[config.mk]
export PLATFORM = sky130hd
export DESIGN_NAME = sercfg_regfile
export DESIGN_NICKNAME = d
export VERILOG_FILES = /design/src/rtl/sercfg_pkg.sv /design/src/rtl/sercfg_ctrl.sv /design/src/rtl/sercfg_dpath.sv /design/src/rtl/sercfg_regfile.sv
export SDC_FILE = /design/constraint.sdc
export NUM_CORES = 1
export LEC_CHECK = 0
export BUFFER_PORTS_ARGS = -buffer_cell sky130_fd_sc_hd__clkbuf_2
export CAP_MARGIN = 20
export CORE_MARGIN = 1.5
export CORE_UTILIZATION = 55
export CTS_BUF_LIST = sky130_fd_sc_hd__clkbuf_16
export DETAILED_ROUTE_END_ITERATION = 16
export GPL_TIMING_DRIVEN = 1
export PLACE_DENSITY = 0.81
export SYNTH_ARGS = -nofsm -noshare
export SYNTH_HDL_FRONTEND = slang
export SYNTH_SLANG_ARGS = --single-unit
export TNS_END_PERCENT = 30
[constraint.sdc]
create_clock -name clk -period 4.5 [get_ports clk]
set_input_delay 0.9 -clock clk [delete_from_list [all_inputs] [get_ports clk]]
set_output_delay 0.9 -clock clk [all_outputs]
set_load 0.05 [all_outputs]
[src/rtl/sercfg_pkg.sv]
package sercfg_pkg;
  localparam int REG_W    = 5;
  localparam int SEL_W    = 2;
  localparam int NUM_REGS = 1 << SEL_W;

  // strobes from sequencing control to the register datapath
  typedef struct packed {
    logic             shiftEn;    // store payload bit at current position
    logic             clearSeq;   // empty partial word
    logic             forceCtrl;  // OR mode bits into control word
    logic             commit;     // write assembled word to selected register
    logic [SEL_W-1:0] commitSel;
  } seqStrobe_t;
endpackage

[src/rtl/sercfg_ctrl.sv]
module sercfg_ctrl
  import sercfg_pkg::*;
#(
  parameter int GUARD_CYC = 2,
  parameter int IDX_W     = $clog2(REG_W)
) (
  input  logic             clk,
  input  logic             rstN,
  input  logic             wrStb,
  input  logic             cpuA15,
  input  logic [SEL_W-1:0] selAddr,
  input  logic             abortBit,
  output seqStrobe_t       strb,
  output logic [IDX_W-1:0] bitIdx,
  output logic             updPulse
);
  localparam int GCW = $clog2(GUARD_CYC + 1);
  localparam logic [GCW-1:0] GUARD_SAT = GCW'(GUARD_CYC - 1);
  localparam logic [IDX_W-1:0] LAST_IDX = IDX_W'(REG_W - 1);

  logic [GCW-1:0] sinceRst;
  logic blocked, accepted, isAbort, isData, lastBit;

  assign blocked  = (sinceRst < GUARD_SAT);
  assign accepted = wrStb & cpuA15 & ~blocked;
  assign isAbort  = accepted & abortBit;
  assign isData   = accepted & ~abortBit;
  assign lastBit  = (bitIdx == LAST_IDX);

  always_comb begin
    strb.shiftEn   = isData & ~lastBit;
    strb.commit    = isData & lastBit;
    strb.clearSeq  = isAbort | (isData & lastBit);
    strb.forceCtrl = isAbort;
    strb.commitSel = selAddr;
  end

  always_ff @(posedge clk) begin
    if (!rstN) begin
      bitIdx <= '0;
    end else if (strb.clearSeq) begin
      bitIdx <= '0;
    end else if (strb.shiftEn) begin
      bitIdx <= bitIdx + 1'b1;
    end
  end

  // cycles elapsed since last accepted abort, saturating
  always_ff @(posedge clk) begin
    if (!rstN) begin
      sinceRst <= GUARD_SAT;
    end else if (isAbort) begin
      sinceRst <= '0;
    end else if (sinceRst < GUARD_SAT) begin
      sinceRst <= sinceRst + 1'b1;
    end
  end

  always_ff @(posedge clk) begin
    if (!rstN) updPulse <= 1'b0;
    else       updPulse <= strb.commit | strb.forceCtrl;
  end
endmodule

[src/rtl/sercfg_dpath.sv]
module sercfg_dpath
  import sercfg_pkg::*;
#(
  parameter logic [REG_W-1:0] CTRL_INIT  = 5'h1F,
  parameter logic [REG_W-1:0] CTRL_FORCE = 5'h0C,
  parameter int               IDX_W      = $clog2(REG_W)
) (
  input  logic                              clk,
  input  logic                              rstN,
  input  seqStrobe_t                        strb,
  input  logic [IDX_W-1:0]                  bitIdx,
  input  logic                              dataBit,
  output logic [NUM_REGS-1:0][REG_W-1:0]    cfgRegs
);
  localparam int BUF_W = REG_W - 1;

  logic [BUF_W-1:0] shiftBuf;
  logic [REG_W-1:0] assembled;

  genvar i;
  generate
    for (i = 0; i < BUF_W; i++) begin : g_buf
      always_ff @(posedge clk) begin
        if (!rstN) begin
          shiftBuf[i] <= 1'b0;
        end else if (strb.clearSeq) begin
          shiftBuf[i] <= 1'b0;
        end else if (strb.shiftEn && bitIdx == IDX_W'(i)) begin
          shiftBuf[i] <= dataBit;
        end
      end
    end
  endgenerate

  // final bit goes straight into the MSB of the committed word
  assign assembled = {dataBit, shiftBuf};

  genvar r;
  generate
    for (r = 0; r < NUM_REGS; r++) begin : g_reg
      logic hit;
      assign hit = strb.commit && (strb.commitSel == SEL_W'(r));
      if (r == 0) begin : g_ctrl
        always_ff @(posedge clk) begin
          if (!rstN)               cfgRegs[r] <= CTRL_INIT;
          else if (hit)            cfgRegs[r] <= assembled;
          else if (strb.forceCtrl) cfgRegs[r] <= cfgRegs[r] | CTRL_FORCE;
        end
      end else begin : g_bank
        always_ff @(posedge clk) begin
          if (!rstN)    cfgRegs[r] <= '0;
          else if (hit) cfgRegs[r] <= assembled;
        end
      end
    end
  endgenerate
endmodule

[src/rtl/sercfg_regfile.sv]
module sercfg_regfile
  import sercfg_pkg::*;
#(
  parameter int               DATA_W     = 8,
  parameter int               ABORT_BIT  = 7,
  parameter int               GUARD_CYC  = 2,
  parameter logic [REG_W-1:0] CTRL_INIT  = 5'h1F,
  parameter logic [REG_W-1:0] CTRL_FORCE = 5'h0C
) (
  input  logic              clk,
  input  logic              rstN,
  input  logic              wrStb,
  input  logic              cpuA15,
  input  logic [SEL_W-1:0]  selAddr,
  input  logic [DATA_W-1:0] wrData,
  output logic [REG_W-1:0]  ctrlReg,
  output logic [REG_W-1:0]  chrLoReg,
  output logic [REG_W-1:0]  chrHiReg,
  output logic [REG_W-1:0]  prgReg,
  output logic              updPulse
);
  localparam int IDX_W = $clog2(REG_W);

  seqStrobe_t                     strb;
  logic [IDX_W-1:0]               bitIdx;
  logic [NUM_REGS-1:0][REG_W-1:0] cfgRegs;
  logic                           unusedDataBits;

  assign unusedDataBits = ^wrData;

  sercfg_ctrl #(.GUARD_CYC(GUARD_CYC), .IDX_W(IDX_W)) u_ctrl (
    .clk      (clk),
    .rstN     (rstN),
    .wrStb    (wrStb),
    .cpuA15   (cpuA15),
    .selAddr  (selAddr),
    .abortBit (wrData[ABORT_BIT]),
    .strb     (strb),
    .bitIdx   (bitIdx),
    .updPulse (updPulse)
  );

  sercfg_dpath #(.CTRL_INIT(CTRL_INIT), .CTRL_FORCE(CTRL_FORCE), .IDX_W(IDX_W)) u_dpath (
    .clk     (clk),
    .rstN    (rstN),
    .strb    (strb),
    .bitIdx  (bitIdx),
    .dataBit (wrData[0]),
    .cfgRegs (cfgRegs)
  );

  assign ctrlReg  = cfgRegs[0];
  assign chrLoReg = cfgRegs[1];
  assign chrHiReg = cfgRegs[2];
  assign prgReg   = cfgRegs[3];
endmodule

==> results.yml, run 1 <==
grt:
  grt.overflow.total: 0
  antenna_found_initial: 0
  gr-usage-all-layers_pct: 24.7
  grt_max_degree: 28
  grt_pass1_vias: 1075
  grt_first_pass_wirelength_mm: 4.94
timing:
  fin_setup_tns_ns: 0
  hold_violations: 0
  finalMaxSlewViolations: 0
  skew_ns: 0.00345
  worst_slew_pin_slew_ns: 1.01
  postLayoutSetupSlackWorst_ns: 2.10
  rsz0062_at_grt: "false"
  final.min_clock_period_ns: 2.40
  setup_viol: 0
  slew-limit-headroom_pct: 32.0
  fin_crit_sh_pct: 53.3
  max_freq_mhz: 417
detailed_routing:
  wirelength_mm: 2.96
  drc: 0
  wire_per_inst_um: 14.1
  vias: 1250
  dr.first_iter.drc_count: 43
  via_per_inst: 5.98
  ant_nets: 0
  firstDrtPassIters: 4
synthesis:
  yosysUniqueCellTypes: 28
  yosysWarnings: 0
  syn_inst: 155
  syn-num-nets: 175
  avgSynthCellArea_um2: 8.86
  netlist_area_um2: 1370
  ys_ff_latch: 30
  ys_seq_area_share_pct: 43.7
clock_network:
  tritoncts: "yes"
  cts_root_buf: "clkbuf_16"
  clock_path_buffers: 2
  numClockSinks: 30
  cts.clk_slew.worst_paths_ns: 0.05
  numCtsBuffers: 5
  clk_latency_ns: 0.27
  post_cts_buffers: 0
  htreeDepth: 2
  cts_hold_buf: 0
  cts.repair.resized: 0
cells_and_area:
  fin_util_pct: 70.6
  antenna_cells: 0
  drive_gt1_share_pct: 19.3
  n_fill_cell: 188
  area_delta_synth_final_pct: 17.0
  register_area_um2: 601
  most-common-layout-cells: "dfxtp_1 (30), clkbuf_2 (28), nand3_1 (24), a21oi_1 (24), o21ai_0 (21)"
  layout.nets: 200
  multi_input_area_um2: 668
  layout_commonest_cell: "dfxtp_1"
placement:
  pre_cts_ws_ns: 1.81
  dpl.hpwl_mm: 2.09
  io_buffers: 28
  gp_congestion: 0.855
floorplanning:
  fp.dieArea_um2: 2810
  die_w_um: 53.0
  start_util_pct: 60.4
  row_count: 17
  ios: 35
  coreArea_um2: 2280
  die_h_um: 53.0
worst_setup_path:
  cp_slowest_cell: "nand4bb_1"
  r2r_slack_ns: 2.21
  arrival_ns: 2.61
  worstSetupPathType: "input port to register"
  cp.required_ns: 4.71
  startpoint_type: "input port"
  slowest_delay_ns: 0.88
  crit_fanout: 27
  crit_path_cell_trace: "clkbuf_2 > nand4bb_1 > o211ai_1 > o32a_1"
  cp-end-kind: "register"
pwr:
  leakage_uw: 0.000606
  report.power.total_uw: 619
  ir_drop_v: 0.000337
  power_density_nw_per_um2: 385
outcome:
  status: "completed"
flow_run:
  cap_violations: 0
worst_hold_path:
  hp-class: "register to register"
==> logic make-up (layout without fill, tap and decap cells) <==
kind of cell | Yosys count | in the layout | synth area share, %
compound gates | 52 | 52 | 20.6
simple gates | 49 | 49 | 21.9
flops | 30 | 30 | 43.7
buf+inv | 17 | 43 | 7.65
fa+ha+maj | 6 | 6 | 5.46
mux | 1 | 1 | 0.729
==> routing by layer <==
| metal | GRT usage (%) | part of all wire [%] | vias up |
|---|---|---|---|
| met1 | 31.2 | 42 | 579 |
| li1 | - | - | 627 |
| met5 | 0 | 0 | - |
| met4 | 12.0 | 1.6 | 0 |
| met2 | 38.1 | 51 | 37 |
| met3 | 7.63 | 5.0 | 7 |
==> path summary, 6_finish.rpt <==
check | endpoint | cells past startpoint | startpoint
worst max-delay path | u_dpath.cfgRegs[3] | 4 | wrData[7]
worst min-delay path | u_dpath.cfgRegs[9] | 2 | u_dpath.cfgRegs[9]
worst max register to register | u_dpath.cfgRegs[3] | 5 | u_ctrl.sinceRst[0]
worst min register to register | u_dpath.cfgRegs[9] | 2 | u_dpath.cfgRegs[9]
==> worst max-delay path: cells and delay by family <==
family          cells  cell delay, ns
simple gates        1            0.88
buf+inv             1            0.10
compound gates      2            0.73
==> stage by stage <==
stage	instances	cell area [um^2]	hold WS, ns
2_1_floorplan	155	1370	0.460
3_3_place_gp	201	1470	0.461
3_5_place_dp	201	1470	0.467
4_1_cts	209	1610	0.475
5_1_grt	209	1610	0.500
6_report	209	1610	0.474
==> registers in the layout, summed over array words and instances (netlist names) <==
register	count
u_dpath.cfgRegs	20
u_dpath.assembled	4
u_ctrl.bitIdx	3
u_ctrl.sinceRst	2
u_ctrl.updPulse	1
==> report_power, final <==
group,internal (uW),switching (uW)
Clock,199,105
Combinational,14.2,27.6
Sequential,270,2.13
==> synthesized netlist by cell type <==
| cell type | n | area share, % |
|---|---|---|
| o21ai_0 | 21 | 7.7 |
| nand4_1 | 5 | 2.3 |
| buf_6 | 4 | 3.3 |
| o211ai_1 | 2 | 1.1 |
| nand3_1 | 24 | 8.7 |
| and4b_1 | 2 | 1.5 |
| buf_2 | 3 | 1.1 |
| nand4bb_1 | 2 | 1.6 |
| a311oi_1 | 1 | 0.64 |
| nor2_1 | 1 | 0.27 |
| a21oi_1 | 24 | 8.7 |
| inv_1 | 6 | 1.6 |
| and4bb_2 | 1 | 0.91 |
| clkbuf_1 | 1 | 0.27 |
| dfxtp_1 | 30 | 44 |
| ha_1 | 6 | 5.5 |
| nand2_1 | 6 | 1.6 |
| a211o_1 | 1 | 0.64 |
| nand2b_1 | 2 | 0.91 |
| clkinv_1 | 1 | 0.27 |
| and4bb_1 | 1 | 0.91 |
| nand4b_1 | 3 | 1.9 |
| o21ai_1 | 1 | 0.36 |
| buf_4 | 2 | 1.1 |
| and4_1 | 1 | 0.64 |
| o32a_1 | 2 | 1.5 |
| nand3b_1 | 1 | 0.55 |
| mux2i_1 | 1 | 0.73 |
==> final cells by class <==
type                    instances  share of cell area, %
clock inverters                 3                  0.778
well taps                      28                   2.18
repair buffers                 28                   8.72
multi-input cells             108                   41.6
flip-flops and latches         30                   37.4
clock buffers                   5                   7.78
inverters                       7                   1.63
(Power assumes the default switching activity.)
==> run 2: changes to the inputs <==
--- a/config.mk
+++ b/config.mk
@@ -5,14 +5,15 @@
 export SDC_FILE = /design/constraint.sdc
 export NUM_CORES = 1
 export LEC_CHECK = 0
+export ABC_AREA = 1
 export BUFFER_PORTS_ARGS = -buffer_cell sky130_fd_sc_hd__clkbuf_2
 export CAP_MARGIN = 20
 export CORE_MARGIN = 1.5
-export CORE_UTILIZATION = 55
+export CORE_UTILIZATION = 52
 export CTS_BUF_LIST = sky130_fd_sc_hd__clkbuf_16
 export DETAILED_ROUTE_END_ITERATION = 16
 export GPL_TIMING_DRIVEN = 1
-export PLACE_DENSITY = 0.81
+export PLACE_DENSITY = 0.77
 export SYNTH_ARGS = -nofsm -noshare
 export SYNTH_HDL_FRONTEND = slang
 export SYNTH_SLANG_ARGS = --single-unit
==> constraint.sdc (replaced) <==
create_clock -name clk -period 2.3 [get_ports clk]
set_input_delay 0.46 -clock clk [delete_from_list [all_inputs] [get_ports clk]]
set_output_delay 0.46 -clock clk [all_outputs]
set_load 0.05 [all_outputs]
==> run 2 against run 1 <==
Critical endpoint is now u_dpath.cfgRegs[6]. Cell count increased by 24%. Sequential share of layout area fell by 1.7 points. Die area is 7.6% higher. Combinational power up 94%. Via count increased by 0.24%. Largest cell class unchanged. Clock skew is essentially flat. Non-clock buffer count is 1 higher. Sequential cell count unchanged. Cell area is 4.7% higher.
==> results.yml, run 2 <==
detailed_routing:
  vias: 1253
  drc: 0
  dr.first_iter.drc_count: 26
  wirelength_mm: 2.75
  wire_per_inst_um: 10.6
  ant_nets: 0
  firstDrtPassIters: 4
  via_per_inst: 4.82
timing:
  worst_slew_pin_slew_ns: 0.587
  finalMaxSlewViolations: 0
  final.min_clock_period_ns: 1.78
  hold_violations: 0
  skew_ns: 0.00319
  max_freq_mhz: 563
  fin_setup_tns_ns: 0
  fin_crit_sh_pct: 77.2
  rsz0062_at_grt: "false"
  slew-limit-headroom_pct: 60.8
  setup_viol: 0
synthesis:
  ys_ff_latch: 30
  yosysWarnings: 0
  synth-adder-area-share_pct: 5.35
  syn_inst: 199
  yosys-mux-area-fraction_pct: 0
  yosys.area.top_type_share_pct: 42.8
  avgSynthCellArea_um2: 7.05
  yosysMostFrequentCell: "nand2_1"
  yosysUniqueCellTypes: 13
  synth_xor_xnor_area_share_pct: 0
  syn-num-nets: 219
  netlist_area_um2: 1400
  ys_top_cells_by_area: "dfxtp_1 (43%), nand2_1 (15%), nor2_1 (8.8%)"
  synth-edff-count: 0
  synth_top_area_cell: "dfxtp_1"
  yosys-top-cells-count: "nand2_1 (55), nor2_1 (33), dfxtp_1 (30), inv_1 (30), nand3_1 (17)"
  ys.flop_type: "dfxtp_1"
  yosys.area_share.simple_pct: 36.4
  async_flop_share_pct: 0
  synth_top_family_by_area: "simple AND/OR/NAND/NOR gates"
  synth-compound-area-share_pct: 4.81
  ys_seq_area_share_pct: 42.8
worst_setup_path:
  crit_fanout: 13
  worstSetupPathType: "register to register"
  cp-end-kind: "register"
  arrival_ns: 1.94
  startpoint_type: "register"
  cp.required_ns: 2.46
placement:
  io_buffers: 28
  gp_congestion: 0.735
  dpl.hpwl_mm: 1.96
  dpl_cell_area_um2: 1550
floorplanning:
  ios: 35
  start_util_pct: 55.7
  row_count: 18
  die_h_um: 55.0
  fp.dieArea_um2: 3020
  die_w_um: 55.0
  coreArea_um2: 2520
pwr:
  report.power.total_uw: 1210
  combPwrFrac_pct: 6.7
  p_int_uw: 939
  power_switching_uw: 269
  power_frac_clock_pct: 49.0
  ir_drop_v: 0.000831
  leakage_uw: 0.000876
  p_seq_share_pct: 44.3
  switching_share_pct: 22.3
  power_density_nw_per_um2: 718
cells_and_area:
  layout.nets: 250
  regMostFlops: "u_dpath.cfgRegs"
  area_delta_synth_final_pct: 20.0
  register_area_um2: 601
  layout_commonest_cell: "nand2_1"
  antenna_cells: 0
  multi_input_area_um2: 653
  final_cell_area_um2: 1680
  drive_gt1_share_pct: 16.1
  n_fill_cell: 241
  largest_reg_flops: 20
  most-common-layout-cells: "nand2_1 (55), nor2_1 (33), inv_1 (32)"
outcome:
  status: "completed"
grt:
  grt_first_pass_wirelength_mm: 4.37
  grt.overflow.total: 0
  grt_max_degree: 20
  gr-usage-all-layers_pct: 20.9
  grt_pass1_vias: 1065
  antenna_found_initial: 0
flow_run:
  cap_violations: 0
clock_network:
  clock_path_buffers: 2
  tritoncts: "yes"
  cts.repair.resized: 0
  post_cts_buffers: 0
  clk_latency_ns: 0.27
  numClockSinks: 30
  cts_hold_buf: 0
  cts_root_buf: "clkbuf_16"
  numCtsBuffers: 5
  cts.clk_slew.worst_paths_ns: 0.05
  htreeDepth: 2
worst_hold_path:
  hp-class: "register to register"
==> run 2: changes by cell type in the layout (fill, tap and decap cells not counted), sizes merged, moves of 3 or more <==
cell,change
nand2,+49
nor2,+32
inv,+25
o21ai,-22
a21oi,-12
nand3,-5
clkinv,-3
nand4b,-3
==> run 2: cell families (layout without fill, tap and decap cells) <==
logic type,Yosys count,after routing
AOI/OAI and AO/OA,13,13
adders and majority gates,6,6
buffers and inverters,35,66
DFF,30,30
and+or+nand+nor,115,115
==> run 2: layout make-up <==
cell class	count	share of cell area (%)
repair buffers	29	8.77
clock buffers	5	7.43
multi-input cells	134	38.8
clock inverters	2	0.446
well taps	30	2.23
inverters	30	6.69
flip-flops and latches	30	35.7
==> run 2: worst paths after layout <==
kind,startpoint,cells after the start,slack (ns),endpoint
worst min-delay path,u_dpath.cfgRegs[19],2,0.46,u_dpath.cfgRegs[19]
worst min register to register,u_dpath.cfgRegs[19],2,0.46,u_dpath.cfgRegs[19]
worst max-delay path,u_ctrl.sinceRst[0],6,0.52,u_dpath.cfgRegs[6]
worst max register to register,u_ctrl.sinceRst[0],6,0.52,u_dpath.cfgRegs[6]
==> run 2: worst max-delay path, stage by stage (launching register included) <==
cell and delay [ns]:
dfxtp_1 0.33, inv_1 0.06, ha_1 0.26, nor3_4 0.55
nand3_4 0.23, nor2_1 0.17, nor2_1 0.06
==> run 2: metal layers <==
metal  track usage [%]  share of wire [%]
met1              25.0                 48
met2              33.7                 45
met3              5.65                4.7
met4              12.2                1.5
met5                 0                  0
==> run 2: power by group through the flow <==
| stage | Combinational [uW] | Sequential, uW | Clock, uW |
|---|---|---|---|
| 2_1_floorplan | 59.8 | 545 | 0 |
| 3_3_place_gp | 79.2 | 544 | 0 |
| 3_5_place_dp | 81.4 | 545 | 0 |
| 4_1_cts | 82.1 | 535 | 600 |
| 5_1_grt | 91.6 | 535 | 619 |
| 6_report | 81.4 | 535 | 592 |
==> run 2: per-stage QoR <==
stage	util, %	hold WS [ns]	setup WS [ns]	instances
after global placement	61.5	0.451	0.579	253
after CTS	66.8	0.466	0.514	260
after global routing	66.8	0.475	0.330	260
after detailed placement	61.5	0.459	0.538	253
after floorplan	-	0.438	0.866	199
final	66.8	0.464	0.524	260
